===== src/rtl/wpu_pkg.sv =====
package wpu_pkg;

  typedef enum logic [1:0] {
    ST_STEP1 = 2'd0,
    ST_STEP2 = 2'd1,
    ST_STEP3 = 2'd2,
    ST_OPEN  = 2'd3
  } seq_state_t;

  localparam int N_STEPS = 3;
  localparam int CMD_AW  = 15;

  function automatic logic [CMD_AW-1:0] step_addr(input int idx);
    return (idx == 1) ? 15'h2AAA : 15'h5555;
  endfunction

  function automatic logic [7:0] step_data(input int idx);
    case (idx)
      0:       return 8'hAA;
      1:       return 8'h55;
      default: return 8'hA0;
    endcase
  endfunction

endpackage


===== src/rtl/wpu_por_timer.sv =====
module wpu_por_timer #(
  parameter int POR_CYCLES = 625000
) (
  input  logic clk,
  input  logic rst,
  output logic ready
);
  localparam int CW = (POR_CYCLES < 1) ? 1 : $clog2(POR_CYCLES + 1);
  localparam logic [CW-1:0] LIMIT = CW'(POR_CYCLES);

  logic [CW-1:0] cnt;

  always_ff @(posedge clk) begin
    if (rst) begin
      cnt <= '0;
    end else if (cnt != LIMIT) begin
      cnt <= cnt + 1'b1;
    end
  end

  assign ready = (cnt == LIMIT);
endmodule


===== src/rtl/wpu_cmd_match.sv =====
module wpu_cmd_match
  import wpu_pkg::*;
#(
  parameter int ADDR_W = 17,
  parameter int DATA_W = 8
) (
  input  logic [ADDR_W-1:0] addr,
  input  logic [DATA_W-1:0] data,
  input  logic [1:0]        step,
  output logic              hit
);
  logic [3:0] step_hit;

  for (genvar i = 0; i < 4; i++) begin : g_step
    if (i < N_STEPS) begin : g_cmd
      assign step_hit[i] = (addr[CMD_AW-1:0] == step_addr(i)) &&
                           (data == DATA_W'(step_data(i)));
    end else begin : g_none
      assign step_hit[i] = 1'b0;
    end
  end

  assign hit = step_hit[step];
endmodule


===== src/rtl/wpu_seq_fsm.sv =====
module wpu_seq_fsm
  import wpu_pkg::*;
#(
  parameter int ADDR_W = 17,
  parameter int DATA_W = 8
) (
  input  logic              clk,
  input  logic              rst,
  input  logic              en,
  input  logic              stb,
  input  logic              hit,
  input  logic              done,
  input  logic [ADDR_W-1:0] addr,
  input  logic [DATA_W-1:0] data,
  output logic [1:0]        step,
  output logic              fwd_stb,
  output logic              fwd_first,
  output logic [ADDR_W-1:0] fwd_addr,
  output logic [DATA_W-1:0] fwd_data,
  output logic              busy_start,
  output logic              locked
);
  seq_state_t st, st_n;
  logic       first_q, first_n;
  logic       f_stb, f_first, b_start;

  always_comb begin
    st_n    = st;
    first_n = first_q;
    f_stb   = 1'b0;
    f_first = 1'b0;
    b_start = 1'b0;
    if (done) begin
      st_n    = ST_STEP1;
      first_n = 1'b0;
    end else if (stb && en) begin
      if (st == ST_OPEN) begin
        f_stb   = 1'b1;
        f_first = first_q;
        first_n = 1'b0;
      end else if (hit) begin
        case (st)
          ST_STEP1: st_n = ST_STEP2;
          ST_STEP2: st_n = ST_STEP3;
          default: begin
            st_n    = ST_OPEN;
            first_n = 1'b1;
          end
        endcase
      end else begin
        b_start = 1'b1;
        st_n    = ST_STEP1;
      end
    end
  end

  always_ff @(posedge clk) begin
    if (rst) begin
      st         <= ST_STEP1;
      first_q    <= 1'b0;
      fwd_stb    <= 1'b0;
      fwd_first  <= 1'b0;
      busy_start <= 1'b0;
      locked     <= 1'b1;
    end else begin
      st         <= st_n;
      first_q    <= first_n;
      fwd_stb    <= f_stb;
      fwd_first  <= f_first;
      busy_start <= b_start;
      locked     <= (st_n != ST_OPEN);
    end
  end

  always_ff @(posedge clk) begin
    if (rst) begin
      fwd_addr <= '0;
      fwd_data <= '0;
    end else if (f_stb) begin
      fwd_addr <= addr;
      fwd_data <= data;
    end
  end

  assign step = st;
endmodule


===== src/rtl/write_unlock_seq.sv =====
module write_unlock_seq #(
  parameter int ADDR_W     = 17,
  parameter int DATA_W     = 8,
  parameter int POR_CYCLES = 625000
) (
  input  logic              clk,
  input  logic              rst,
  input  logic              wr_stb,
  input  logic [ADDR_W-1:0] wr_addr,
  input  logic [DATA_W-1:0] wr_data,
  input  logic              prog_done,
  output logic              fwd_stb,
  output logic              fwd_first,
  output logic [ADDR_W-1:0] fwd_addr,
  output logic [DATA_W-1:0] fwd_data,
  output logic              busy_start,
  output logic              locked
);
  logic       por_ready;
  logic       cmd_hit;
  logic [1:0] cur_step;

  wpu_por_timer #(.POR_CYCLES(POR_CYCLES)) u_por (
    .clk   (clk),
    .rst   (rst),
    .ready (por_ready)
  );

  wpu_cmd_match #(.ADDR_W(ADDR_W), .DATA_W(DATA_W)) u_match (
    .addr (wr_addr),
    .data (wr_data),
    .step (cur_step),
    .hit  (cmd_hit)
  );

  wpu_seq_fsm #(.ADDR_W(ADDR_W), .DATA_W(DATA_W)) u_fsm (
    .clk        (clk),
    .rst        (rst),
    .en         (por_ready),
    .stb        (wr_stb),
    .hit        (cmd_hit),
    .done       (prog_done),
    .addr       (wr_addr),
    .data       (wr_data),
    .step       (cur_step),
    .fwd_stb    (fwd_stb),
    .fwd_first  (fwd_first),
    .fwd_addr   (fwd_addr),
    .fwd_data   (fwd_data),
    .busy_start (busy_start),
    .locked     (locked)
  );
endmodule


===== config.mk =====
export PLATFORM = sky130hd
export DESIGN_NAME = write_unlock_seq
export DESIGN_NICKNAME = d
export VERILOG_FILES = /design/src/rtl/wpu_pkg.sv /design/src/rtl/wpu_por_timer.sv /design/src/rtl/wpu_cmd_match.sv /design/src/rtl/wpu_seq_fsm.sv /design/src/rtl/write_unlock_seq.sv
export SDC_FILE = /design/constraint.sdc
export NUM_CORES = 1
export LEC_CHECK = 0
export BUFFER_PORTS_ARGS = -buffer_cell sky130_fd_sc_hd__buf_2
export CAP_MARGIN = 20
export CORE_UTILIZATION = 33
export CTS_CLUSTER_DIAMETER = 150
export DETAILED_ROUTE_END_ITERATION = 12
export PLACE_DENSITY = 0.56
export SYNTH_ARGS = -nofsm -noshare
export SYNTH_HDL_FRONTEND = slang
export SYNTH_SLANG_ARGS = --single-unit

===== constraint.sdc =====
create_clock -name clk -period 2.5 [get_ports clk]
set_input_delay 0.375 -clock clk [delete_from_list [all_inputs] [get_ports clk]]
set_output_delay 0.375 -clock clk [all_outputs]
set_load 0.01 [all_outputs]

==> metrics.md <==
| Metric | Value |
|---|---|
| Final Wtd Congestion | 0.794 |
| # hold bufs at CTS | 0 |
| Antenna violations before repair | 0 |
| H-tree depth | 2 |
| Critical path capture point type | flip-flop |
| Max Freq | 426 MHz |
| DRT Pass-1 Iters | 4 |
| CTS buffer count | 5 |
| Worst hold path class | input port to flip-flop |
| Clock Path Buffers | 2 |
| Post-DP HPWL | 3.84 mm |
| Count leader, synth | dfxtp_1 |
| PortBufs | 57 |
| Vias in the first global route | 1,715 |
| Clk_lat worst skew | 0.30 ns |
| TritonCTS clock tree | built |
| RSZ-0062 raised after global routing | no |
| Iteration-0 DRC Markers | 66 |
| First-pass GRT wire length | 8.69 mm |
| Root buf cell | clkbuf_8 |
| Setup crit start kind | flip-flop |
| Yosys warning count | 0 |
| Initial Util | 35.1% |
| Routed wire length per instance | 13.8 µm |
| Main synth FF type | dfxtp_1 |
| Final ANT Viol Nets | 0 |
| Fin. max-slew vios | 0 |
| FF/Latch Area | 1040 µm² |
| Drt drc | 0 |
| Die ar. | 7240 µm² |
| Worst Max-Slew Pin Slew | 0.430 ns |
| Asr flop ratio synth | 0% |
| Total negative slack | 0 ns |
| Share of cells above drive strength 1 | 25.9% |
| Mapped Cells | 235 |
| Yosys top cell area share | 45.7% |
| Ant. Diodes | 0 |
| Number of flops mapped to enable cells by yosys | 0 |
| Die W | 85.1 µm |
| Crit path required time | 2.69 ns |
| Worst EP arrival | 2.54 ns |
| Hold slack | 0.306 ns |
| Gr ovfl total | 0 |
| Sink Count | 52 |
| Reg-to-reg slack, setup | 0.15 ns |
| Pwr Density | 511 nW/µm² |
| Setup Buffers After CTS | 0 |
| # resized after CTS | 0 |
| Tcrit/Tclk final | 94.0% |
| Crit Path Max Fanout | 25 |
| # setup viols final | 0 |
| Max-slew headroom | 71.1% |
| Fin Clk Skew | 0.00596 ns |
| Synthesized area | 2280 µm² |
| Multi-input logic area | 1170 µm² |
| Boundary pin count | 58 |
| Final Hold Viols | 0 |
| Seq/Total Area, Yosys | 45.7% |
| Core area | 6490 µm² |
| Row count | 29 |
| Synth Net Count | 266 |
| Vias | 1,888 |
| Fin crit period | 2.35 ns |
| Setup CP Type | flip-flop to flip-flop |
| Height of the die | 85.1 µm |
| Pin count of the biggest net entering global routing | 27 |
| Syn-to-layout area delta | 21.7% |
| Leak | 1.10 nW |
| Max Cap Viol | 0 |
| Synthesized area per cell | 9.70 µm² |
| Synth area leaders | dfxtp_1 (46%), mux2i_1 (11%), nor2_1 (7.2%) |
| #FFs+latches synth | 52 |
| Yosys top cell by area | dfxtp_1 |
| Status | finished clean |
| Synth cell count leaders | dfxtp_1 (52), nor2_1 (44), mux2i_1 (26) |
| Global Route Usage Sum | 15.4% |
| Fillers | 664 |
| Reg clk slew, reported paths | 0.09 ns |
| Post-synthesis cell type count | 39 |
| Vias per inst | 4.99 |
| Layout Nets | 331 |
| Post-Route WL | 5.23 mm |
| Largest vdd supply drop | 0.000202 V |
kinds of logic after synthesis:
group           Yosys count  synth area share, %
simple gates            120                 30.5
flops                    52                 45.7
mux                      26                 11.4
xor+xnor                 17                 6.53
buf+inv                  10                 2.80
compound gates            8                 1.98
fa+ha+maj                 2                 1.10
worst paths after layout:
| check | depth (start not counted) | endpoint | from |
|---|---|---|---|
| max | 6 | u_fsm.fwd_addr[15] | u_por.cnt[18] |
| min | 3 | u_fsm.fwd_addr[16] | wr_addr[16] |
| max reg2reg | 6 | u_fsm.fwd_addr[15] | u_por.cnt[18] |
| min reg2reg | 1 | u_fsm.fwd_first | u_fsm.first_q |
power by group:
group	internal [mW]	leakage [nW]	switching (mW)
Sequential	0.832	0.419	0.00376
Clock	0.226	0.0445	0.278
Combinational	0.0341	0.640	0.0449
layout make-up:
cell class,instances,area share [%]
multi-input cells,173,42.3
clock buffers,7,3.11
inverters,3,0.406
well taps,77,3.47
clock inverters,1,0.271
repair buffers,65,12.9
flip-flops and latches,52,37.5
critical path, stage by stage, from the launching register on:
cell and delay, ns:
dfxtp_1 0.35, or4b_1 0.52, or4_4 0.53, nor4_4 0.32, buf_12 0.25, mux2i_1 0.21, nor2_1 0.06
cells in the final DEF (no fill, tap or decap), types with 3 or more instances in the layout:
cell,instances
xor2_1,12
nand4_1,3
nor4b_1,4
nand4b_1,3
xnor2_1,5
mux2i_1,26
and4_1,5
nor3_1,5
buf_2,57
nor4_1,6
inv_1,3
buf_4,7
and3_1,6
nand3_1,9
nor2_1,44
clkbuf_8,6
dfxtp_1,52
nand2_1,11
a21oi_1,4
nor4bb_1,7
state kept, by name (all words and copies together), names as in the netlist:
| register | count |
|---|---|
| u_fsm.busy_start | 1 |
| u_fsm.first_q | 1 |
| u_fsm.fwd_addr | 17 |
| u_fsm.fwd_data | 8 |
| u_fsm.fwd_first | 1 |
| u_fsm.fwd_stb | 1 |
| u_fsm.locked | 1 |
| u_fsm.step | 2 |
| u_por.cnt | 20 |
per-stage QoR:
| step | power [mW] | instance area [µm²] | util, % | instances | setup slack, ns |
|---|---|---|---|---|---|
| after floorplan | 0.890 | 2280 | - | 235 | 0.0659 |
| after global placement | 0.933 | 2680 | 41.3 | 370 | 0.189 |
| after detailed placement | 0.934 | 2680 | 41.3 | 370 | 0.146 |
| after CTS | 1.44 | 2770 | 42.7 | 378 | 0.139 |
| after global routing | 1.48 | 2770 | 42.7 | 378 | 0.0427 |
| final | 1.42 | 2770 | 42.7 | 378 | 0.150 |
routing by layer:
metal,vias to the layer above,share of wire (%),global-route usage [%]
li1,962,-,-
met1,881,51,22.1
met2,38,44,21.9
met3,7,4.0,3.70
met4,0,1.7,6.16
met5,-,0,0
No activity file was read; power rests on OpenSTA's default activity.
